[src/rtl/cache_pkg.sv]
package cache_pkg;

  typedef enum logic [1:0] {
    REPL_RANDOM = 2'd0,
    REPL_FIFO   = 2'd1,
    REPL_LRU    = 2'd2
  } repl_e;

  typedef enum logic [2:0] {
    ST_IDLE  = 3'd0,
    ST_EVICT = 3'd1,
    ST_FILL  = 3'd2,
    ST_WTHRU = 3'd3,
    ST_RESP  = 3'd4
  } state_e;

endpackage

[src/rtl/cache_tags.sv]
module cache_tags #(
  parameter int WAYS       = 2,
  parameter int SETS       = 4,
  parameter int TAG_W      = 6,
  parameter bit WRITE_BACK = 1'b1,
  localparam int IDX_W     = $clog2(SETS),
  localparam int WAY_W     = (WAYS > 1) ? $clog2(WAYS) : 1
) (
  input  logic             clk,
  input  logic             rst_n,
  input  logic [IDX_W-1:0] set_i,
  input  logic [TAG_W-1:0] tag_i,
  input  logic [WAY_W-1:0] probe_way,
  input  logic             inst_en,
  input  logic [WAY_W-1:0] inst_way,
  input  logic             dirty_en,
  input  logic [WAY_W-1:0] dirty_way,
  output logic             hit,
  output logic [WAY_W-1:0] hit_way,
  output logic [WAYS-1:0]  valid_vec,
  output logic [TAG_W-1:0] probe_tag,
  output logic             probe_dirty
);

  logic [TAG_W-1:0] tag_q   [WAYS][SETS];
  logic [SETS-1:0]  valid_q [WAYS];
  logic [WAYS-1:0]  match_vec;

  genvar gw;
  generate
    for (gw = 0; gw < WAYS; gw++) begin : g_cmp
      assign valid_vec[gw] = valid_q[gw][set_i];
      assign match_vec[gw] = valid_q[gw][set_i] && (tag_q[gw][set_i] == tag_i);
    end
  endgenerate

  always_comb begin
    hit_way = '0;
    for (int w = WAYS - 1; w >= 0; w--) begin
      if (match_vec[w]) hit_way = WAY_W'(w);
    end
  end

  assign hit       = |match_vec;
  assign probe_tag = tag_q[probe_way][set_i];

  always_ff @(posedge clk) begin
    if (inst_en) tag_q[inst_way][set_i] <= tag_i;
  end

  always_ff @(posedge clk or negedge rst_n) begin
    if (!rst_n) begin
      for (int w = 0; w < WAYS; w++) valid_q[w] <= '0;
    end else if (inst_en) begin
      valid_q[inst_way][set_i] <= 1'b1;
    end
  end

  generate
    if (WRITE_BACK) begin : g_dirty
      logic [SETS-1:0] dirty_q [WAYS];
      always_ff @(posedge clk or negedge rst_n) begin
        if (!rst_n) begin
          for (int w = 0; w < WAYS; w++) dirty_q[w] <= '0;
        end else if (inst_en) begin
          dirty_q[inst_way][set_i] <= 1'b0;
        end else if (dirty_en) begin
          dirty_q[dirty_way][set_i] <= 1'b1;
        end
      end
      assign probe_dirty = dirty_q[probe_way][set_i] && valid_q[probe_way][set_i];
    end else begin : g_clean
      assign probe_dirty = 1'b0;
    end
  endgenerate

  // a tag may live in only one way of a set
  p_one_match_r3: assert property (@(posedge clk) disable iff (!rst_n)
    $onehot0(match_vec));

endmodule

[src/rtl/cache_data.sv]
module cache_data #(
  parameter int WAYS   = 2,
  parameter int SETS   = 4,
  parameter int WORDS  = 4,
  parameter int DATA_W = 32,
  localparam int IDX_W = $clog2(SETS),
  localparam int OFF_W = $clog2(WORDS),
  localparam int WAY_W = (WAYS > 1) ? $clog2(WAYS) : 1,
  localparam int DEPTH = 1 << (WAY_W + IDX_W + OFF_W)
) (
  input  logic              clk,
  input  logic              we,
  input  logic [WAY_W-1:0]  w_way,
  input  logic [IDX_W-1:0]  w_set,
  input  logic [OFF_W-1:0]  w_word,
  input  logic [DATA_W-1:0] w_data,
  input  logic [WAY_W-1:0]  r0_way,
  input  logic [IDX_W-1:0]  r0_set,
  input  logic [OFF_W-1:0]  r0_word,
  output logic [DATA_W-1:0] r0_data,
  input  logic [WAY_W-1:0]  r1_way,
  input  logic [IDX_W-1:0]  r1_set,
  input  logic [OFF_W-1:0]  r1_word,
  output logic [DATA_W-1:0] r1_data
);

  logic [DATA_W-1:0] store_q [DEPTH];

  always_ff @(posedge clk) begin
    if (we) store_q[{w_way, w_set, w_word}] <= w_data;
  end

  assign r0_data = store_q[{r0_way, r0_set, r0_word}];
  assign r1_data = store_q[{r1_way, r1_set, r1_word}];

endmodule

[src/rtl/cache_repl.sv]
module cache_repl import cache_pkg::*; #(
  parameter int    WAYS  = 2,
  parameter int    SETS  = 4,
  parameter repl_e REPL  = REPL_LRU,
  localparam int   IDX_W = $clog2(SETS),
  localparam int   WAY_W = (WAYS > 1) ? $clog2(WAYS) : 1
) (
  input  logic             clk,
  input  logic             rst_n,
  input  logic [IDX_W-1:0] set_i,
  input  logic             touch_en,
  input  logic [WAY_W-1:0] touch_way,
  input  logic             fill_en,
  input  logic [WAY_W-1:0] fill_way,
  output logic [WAY_W-1:0] pick_way
);

  generate
    if (REPL == REPL_RANDOM) begin : g_rand
      logic [7:0] lfsr_q, lfsr_d;
      assign lfsr_d   = {lfsr_q[6:0], lfsr_q[7] ^ lfsr_q[5] ^ lfsr_q[4] ^ lfsr_q[3]};
      always_ff @(posedge clk or negedge rst_n) begin
        if (!rst_n) lfsr_q <= 8'h01;
        else        lfsr_q <= lfsr_d;
      end
      assign pick_way = lfsr_q[WAY_W-1:0];
    end else if (REPL == REPL_FIFO) begin : g_fifo
      logic [WAY_W-1:0] ptr_q [SETS];
      logic [WAY_W-1:0] ptr_d;
      assign ptr_d = (ptr_q[set_i] == WAY_W'(WAYS - 1)) ? '0 : ptr_q[set_i] + 1'b1;
      always_ff @(posedge clk or negedge rst_n) begin
        if (!rst_n) begin
          for (int s = 0; s < SETS; s++) ptr_q[s] <= '0;
        end else if (fill_en) begin
          ptr_q[set_i] <= ptr_d;
        end
      end
      assign pick_way = ptr_q[set_i];
    end else begin : g_lru
      logic [WAY_W-1:0] age_q [SETS][WAYS];
      logic [WAY_W-1:0] age_d [SETS][WAYS];
      logic [WAYS-1:0]  oldest [SETS];
      logic             upd;
      logic [WAY_W-1:0] upd_way;

      assign upd     = touch_en | fill_en;
      assign upd_way = fill_en ? fill_way : touch_way;

      always_comb begin
        age_d = age_q;
        for (int w = 0; w < WAYS; w++) begin
          if (WAY_W'(w) == upd_way)
            age_d[set_i][w] = '0;
          else if (age_q[set_i][w] < age_q[set_i][upd_way])
            age_d[set_i][w] = age_q[set_i][w] + 1'b1;
        end
      end

      always_ff @(posedge clk or negedge rst_n) begin
        if (!rst_n) begin
          for (int s = 0; s < SETS; s++)
            for (int w = 0; w < WAYS; w++) age_q[s][w] <= WAY_W'(w);
        end else if (upd) begin
          age_q <= age_d;
        end
      end

      always_comb begin
        for (int s = 0; s < SETS; s++)
          for (int w = 0; w < WAYS; w++)
            oldest[s][w] = (age_q[s][w] == WAY_W'(WAYS - 1));
      end

      always_comb begin
        pick_way = '0;
        for (int w = WAYS - 1; w >= 0; w--)
          if (oldest[set_i][w]) pick_way = WAY_W'(w);
      end

      genvar gs;
      for (gs = 0; gs < SETS; gs++) begin : g_chk
        // the ages of a set always name exactly one least-recent way
        p_lru_single_r11: assert property (@(posedge clk) disable iff (!rst_n)
          $onehot(oldest[gs]));
      end
    end
  endgenerate

endmodule

[src/rtl/assoc_cache.sv]
module assoc_cache import cache_pkg::*; #(
  parameter int    ADDR_W     = 10,
  parameter int    DATA_W     = 32,
  parameter int    WORDS      = 4,
  parameter int    SETS       = 4,
  parameter int    WAYS       = 2,
  parameter bit    WRITE_BACK = 1'b1,
  parameter repl_e REPL       = REPL_LRU
) (
  input  logic              clk,
  input  logic              rst_n,
  input  logic              cpu_req,
  input  logic              cpu_we,
  input  logic [ADDR_W-1:0] cpu_addr,
  input  logic [DATA_W-1:0] cpu_wdata,
  output logic [DATA_W-1:0] cpu_rdata,
  output logic              cpu_stall,
  output logic              mem_req,
  output logic              mem_we,
  output logic [ADDR_W-1:0] mem_addr,
  output logic [DATA_W-1:0] mem_wdata,
  input  logic [DATA_W-1:0] mem_rdata,
  input  logic              mem_ack
);

  localparam int OFF_W = $clog2(WORDS);
  localparam int IDX_W = $clog2(SETS);
  localparam int TAG_W = ADDR_W - OFF_W - IDX_W;
  localparam int WAY_W = (WAYS > 1) ? $clog2(WAYS) : 1;

  logic [OFF_W-1:0] a_off;
  logic [IDX_W-1:0] a_idx;
  logic [TAG_W-1:0] a_tag;
  assign a_off = cpu_addr[OFF_W-1:0];
  assign a_idx = cpu_addr[OFF_W +: IDX_W];
  assign a_tag = cpu_addr[ADDR_W-1 -: TAG_W];

  state_e           state_q, state_d;
  logic [OFF_W-1:0] cnt_q, cnt_d;
  logic [WAY_W-1:0] vic_q, vic_d;

  logic             hit;
  logic [WAY_W-1:0] hit_way, pick_way, vic_sel, probe_way;
  logic [WAYS-1:0]  way_valid;
  logic [TAG_W-1:0] probe_tag;
  logic             probe_dirty;
  logic             last_word;

  logic              dw_en, fill_wr, inst_en, dirty_en, touch_en;
  logic [WAY_W-1:0]  dw_way;
  logic [OFF_W-1:0]  dw_word;
  logic [DATA_W-1:0] dw_data, evict_data;

  assign last_word = (cnt_q == OFF_W'(WORDS - 1));

  // lowest invalid way first, else the policy's choice
  always_comb begin
    vic_sel = pick_way;
    for (int w = WAYS - 1; w >= 0; w--)
      if (!way_valid[w]) vic_sel = WAY_W'(w);
  end

  assign probe_way = (state_q == ST_IDLE) ? vic_sel : vic_q;

  cache_tags #(
    .WAYS(WAYS), .SETS(SETS), .TAG_W(TAG_W), .WRITE_BACK(WRITE_BACK)
  ) u_tags (
    .clk(clk), .rst_n(rst_n), .set_i(a_idx), .tag_i(a_tag),
    .probe_way(probe_way), .inst_en(inst_en), .inst_way(vic_q),
    .dirty_en(dirty_en), .dirty_way(hit_way), .hit(hit), .hit_way(hit_way),
    .valid_vec(way_valid), .probe_tag(probe_tag), .probe_dirty(probe_dirty)
  );

  cache_data #(
    .WAYS(WAYS), .SETS(SETS), .WORDS(WORDS), .DATA_W(DATA_W)
  ) u_data (
    .clk(clk), .we(dw_en), .w_way(dw_way), .w_set(a_idx), .w_word(dw_word),
    .w_data(dw_data), .r0_way(hit_way), .r0_set(a_idx), .r0_word(a_off),
    .r0_data(cpu_rdata), .r1_way(vic_q), .r1_set(a_idx), .r1_word(cnt_q),
    .r1_data(evict_data)
  );

  cache_repl #(
    .WAYS(WAYS), .SETS(SETS), .REPL(REPL)
  ) u_repl (
    .clk(clk), .rst_n(rst_n), .set_i(a_idx), .touch_en(touch_en),
    .touch_way(hit_way), .fill_en(inst_en), .fill_way(vic_q),
    .pick_way(pick_way)
  );

  // next-state and outputs
  always_comb begin
    state_d   = state_q;
    cnt_d     = cnt_q;
    vic_d     = vic_q;
    mem_req   = 1'b0;
    mem_we    = 1'b0;
    mem_addr  = cpu_addr;
    mem_wdata = cpu_wdata;
    cpu_stall = 1'b1;
    fill_wr   = 1'b0;
    inst_en   = 1'b0;
    dirty_en  = 1'b0;
    touch_en  = 1'b0;
    dw_en     = 1'b0;
    case (state_q)
      ST_IDLE: begin
        cpu_stall = cpu_req && (!hit || (!WRITE_BACK && cpu_we));
        if (cpu_req) begin
          if (!WRITE_BACK && cpu_we) begin
            state_d = ST_WTHRU;
          end else if (!hit) begin
            vic_d   = vic_sel;
            cnt_d   = '0;
            state_d = (WRITE_BACK && probe_dirty) ? ST_EVICT : ST_FILL;
          end else begin
            touch_en = 1'b1;
            if (cpu_we) begin
              dw_en    = 1'b1;
              dirty_en = 1'b1;
            end
          end
        end
      end
      ST_EVICT: begin
        mem_req   = 1'b1;
        mem_we    = 1'b1;
        mem_addr  = {probe_tag, a_idx, cnt_q};
        mem_wdata = evict_data;
        if (mem_ack) begin
          cnt_d = cnt_q + 1'b1;
          if (last_word) state_d = ST_FILL;
        end
      end
      ST_FILL: begin
        mem_req  = 1'b1;
        mem_addr = {a_tag, a_idx, cnt_q};
        if (mem_ack) begin
          fill_wr = 1'b1;
          dw_en   = 1'b1;
          cnt_d   = cnt_q + 1'b1;
          if (last_word) begin
            inst_en = 1'b1;
            state_d = ST_IDLE;
          end
        end
      end
      ST_WTHRU: begin
        mem_req = 1'b1;
        mem_we  = 1'b1;
        if (mem_ack) begin
          state_d = ST_RESP;
          if (hit) begin
            dw_en    = 1'b1;
            touch_en = 1'b1;
          end
        end
      end
      ST_RESP: begin
        cpu_stall = 1'b0;
        state_d   = ST_IDLE;
      end
      default: state_d = ST_IDLE;
    endcase
  end

  assign dw_way  = fill_wr ? vic_q     : hit_way;
  assign dw_word = fill_wr ? cnt_q     : a_off;
  assign dw_data = fill_wr ? mem_rdata : cpu_wdata;

  always_ff @(posedge clk or negedge rst_n) begin
    if (!rst_n) begin
      state_q <= ST_IDLE;
      cnt_q   <= '0;
      vic_q   <= '0;
    end else begin
      state_q <= state_d;
      cnt_q   <= cnt_d;
      vic_q   <= vic_d;
    end
  end

  // a pending transfer keeps its request, address and direction
  p_hold_req_r14: assert property (@(posedge clk) disable iff (!rst_n)
    (mem_req && !mem_ack) |=> (mem_req && $stable(mem_addr) && $stable(mem_we)));

  // once the last refill word lands, the held request finds its line
  p_refill_hits_r4: assert property (@(posedge clk) disable iff (!rst_n)
    (state_q == ST_FILL && mem_ack && last_word) |=> (!cpu_req || hit));

  generate
    if (WRITE_BACK) begin : g_wb_chk
      // only a dirty victim is copied out
      p_evict_dirty_r9: assert property (@(posedge clk) disable iff (!rst_n)
        (state_q == ST_EVICT) |-> probe_dirty);
    end else begin : g_wt_chk
      // memory writes come only from processor stores
      p_wt_store_only_r6: assert property (@(posedge clk) disable iff (!rst_n)
        (mem_req && mem_we) |-> (cpu_req && cpu_we));
    end
  endgenerate

endmodule

[config.mk]
export PLATFORM = sky130hd
export DESIGN_NAME = assoc_cache
export DESIGN_NICKNAME = d
export VERILOG_FILES = /design/src/rtl/cache_pkg.sv /design/src/rtl/cache_tags.sv /design/src/rtl/cache_data.sv /design/src/rtl/cache_repl.sv /design/src/rtl/assoc_cache.sv
export SDC_FILE = /design/constraint.sdc
export NUM_CORES = 1
export LEC_CHECK = 0
export BUFFER_PORTS_ARGS = -buffer_cell sky130_fd_sc_hd__buf_2
export CORE_ASPECT_RATIO = 0.75
export CORE_MARGIN = 3
export CORE_UTILIZATION = 55
export DETAILED_ROUTE_END_ITERATION = 12
export GPL_ROUTABILITY_DRIVEN = 0
export GPL_TIMING_DRIVEN = 0
export PLACE_DENSITY_LB_ADDON = 0.05
export SLEW_MARGIN = 15
export SYNTH_ARGS = -nofsm -noshare
export SYNTH_HDL_FRONTEND = slang
export SYNTH_SLANG_ARGS = --single-unit
[constraint.sdc]
create_clock -name clk -period 12.46 [get_ports clk]
set_input_delay 2.492 -clock clk [delete_from_list [all_inputs] [get_ports clk]]
set_output_delay 2.492 -clock clk [all_outputs]
set_load 0.01 [all_outputs]
==> results_dict.tcl <==
set metrics [dict create \
    status "finished, final reports clean" \
    core-area_um2 91900 \
    p_comb_share_pct 24.9 \
    antenna_found_initial 3 \
    final_cells 4117 \
    synth_enable_flop_cells 1072 \
    startpoint "cpu_addr[3]" \
    syn_inst 2425 \
    peakVddDrop_mv 0.124 \
    syn_area_um2 51200 \
    drive_above_1_share_pct 43.2 \
    vias 30800 \
    max_cap_violations 0 \
    yosysSeqAreaShare_pct 64.4 \
    crit_required_ns 9.97 \
    async_reset_ff_share_pct 2.72 \
    dr.pass1.iters 5 \
    worst_slack_ns 3.21 \
    synth_top_area_share_pct 62.9 \
    cts_sinks 1102 \
    worst_pin_slew_ns 1.37 \
    hp-class "flop to flop" \
    drt_iter0_markers 5685 \
    cts_resized 0 \
    clkTransAtPathRegs_ns 0.07 \
    rsz0062_at_grt "no" \
    ioPinCount 156 \
    power.density_nw_per_um2 174 \
    nets 2883 \
    pwr-share-clk_pct 31.8 \
    clock_latency_ns 0.71 \
    slew_headroom_pct 8.93 \
    grt_max_degree 33 \
    fin_crit_sh_pct 74.2 \
    ys_warn_count 0 \
    skew_ns 0.0353 \
    post-cts-setup-buffers 0 \
    first_global_vias 30400 \
    dpl.cell_count 3919 \
    h-tree-depth 3 \
    finalPower_w 0.0102 \
    setup_viol_count_final 0 \
    cp_max_fo 10 \
    hold_depth 1 \
    finalHoldViolations 0 \
    start_util_pct 55.7 \
    post_drt_wl_per_cell_um 41.5 \
    avgViaCountPerCell 7.49 \
    yosysUniqueCellTypes 55 \
    rr_endpoint "u_data.store_q[6][11]" \
    dp_hpwl_mm 117 \
    arrival_ns 6.76 \
    root_buffer "clkbuf_16" \
    drc 0 \
    r2r_start "cnt_q[1]" \
    grt_pass1_wl_mm 236 \
    fin_crit_ns 9.25 \
    ys_top_cells_by_count "edfxtp_1 (1072), mux4_2 (645), clkbuf_1 (131), nand2_1 (121), nor2_1 (73)" \
    p_int_w 0.00722 \
    reg2reg_depth 9 \
    crit_type "input pin to output port" \
    die_x_um 358 \
    n_fill_cell 6178 \
    p_seq_share_pct 43.3 \
    clock_tree.buffer_depth 3 \
    whs_ns 0.481 \
    ys_seq_elements 1102 \
    switching_share_pct 29.3 \
    slew_viol_final 0 \
    reg2reg_slack_ns 6.73 \
    synth_area_leaders "edfxtp_1 (63%), mux4_2 (28%), dfrtp_1 (1.3%)" \
    start_kind "input pin" \
    final_util_pct 63.9 \
    area_growth_pct 14.6 \
    drt-total-wl_mm 171 \
    syn_avg_cell_area_um2 21.1 \
    drtAntennaViolNets 0 \
    port_buffers 151 \
    ys.flop_type "edfxtp_1" \
    die_h_um 270 \
    core.rowCount 96 \
    preCtsSetupSlack_ns 3.30 \
    syn_nets 2505 \
    cts_tree "yes" \
    synth.largest_area_cell "edfxtp_1" \
    die-area_um2 96800 \
    fmax_mhz 108 \
    numCtsBuffers 107 \
    p_sw_w 0.00299 \
    end_kind "output port" \
    p_leak_nw 18.8 \
    track_usage_pct 35.8 \
    cts_hold_buf 0 \
    endpoint "mem_wdata[26]" \
    synthMostInstantiatedCell "edfxtp_1" \
    overflow 0 \
]
area by class of cell:
type	count	area (um2)	area share [%]
inverters	17	63.8	0.109
clock inverters	60	537	0.915
plain buffers	188	833	1.42
diodes	2	5.00	0.00853
well taps	1225	1530	2.61
multi-input cells	1118	17700	30.1
clock buffers	136	2890	4.92
flip-flops and latches	1102	32900	56.1
repair buffers	269	2220	3.79
stage by stage:
stage	setup TNS (ns)	cell area (um2)
finish	0	58700
global placement	-1.82	53500
CTS	0	58700
floorplan	0	51200
detailed placement	0	55200
global route	0	58700
state kept, by name, summed over array words and instances, names as in the netlist:
register	cells
u_data.store_q	1024
u_tags.tag_q	48
u_repl.g_lru.age_q	8
u_tags.g_dirty.dirty_q	8
u_tags.valid_q	8
state_q	3
cnt_q	2
vic_q	1
cell families (layout without fill, tap and decap cells):
group                    after synthesis  in the layout  synth area share [%]
adder cells (fa/ha/maj)                1              1                0.0244
XOR/XNOR                              13             13                 0.237
buffers and inverters                205            670                  1.59
AO/OA/AOI/OAI                        103            103                  1.28
multiplexers                         730            730                  30.2
AND/OR/NAND/NOR                      271            271                  2.34
other                                  0              2                     0
flip-flops                          1102           1102                  64.4
cells in the final DEF (no fill, tap or decap), types with 7 or more instances in the layout:
master     instances
inv_1             16
buf_4             72
clkbuf_1         113
clkbuf_2          42
buf_2            187
clkinv_1          24
or2_2             11
clkinv_2          23
nor2_4            16
nand2b_1           7
a31oi_1            8
nand2_1          121
buf_12            17
mux2_2            42
o21ai_0           15
xnor2_1           12
clkbuf_16        110
dfrtp_1           26
nor2_1            56
buf_1             14
buf_6             17
nand3_1            8
a21oi_1           38
mux4_2           645
bufinv_16         10
nor3_2            21
mux2i_1           40
buf_16            15
edfxtp_1        1072
layer usage:
layer	GRT usage [%]	wire (um)	vias up
li1	-	-	11300
met1	50.6	61000	16400
met2	52.0	76900	2709
met3	12.8	25200	449
met4	13.5	7840	0
met5	0	0	-
worst max-delay path: stages:
cell	delay, ns
clkbuf_1	0.22
clkbuf_1	0.88
buf_1	0.95
nor2_2	0.45
a22oi_1	0.46
nor2_1	0.08
a221oi_1	0.85
a21oi_1	0.17
buf_2	0.19
worst min path at each step:
stage                            from                 to
CTS                 u_tags.valid_q[6]  u_tags.valid_q[6]
finish              u_tags.valid_q[6]  u_tags.valid_q[6]
detailed placement  u_tags.valid_q[6]  u_tags.valid_q[6]
floorplan           u_tags.valid_q[2]  u_tags.valid_q[2]
global route        u_tags.valid_q[5]  u_tags.valid_q[5]
global placement    u_tags.valid_q[6]  u_tags.valid_q[6]
power by group through the flow:
stage	sequential, W	combinational, W	clock (W)
2_1_floorplan	0.00448	0.00155	0
3_3_place_gp	0.00450	0.00241	0
3_5_place_dp	0.00450	0.00250	0
4_1_cts	0.00442	0.00250	0.00325
5_1_grt	0.00443	0.00263	0.00341
6_report	0.00442	0.00254	0.00324
No activity file was read; power rests on OpenSTA's default activity.
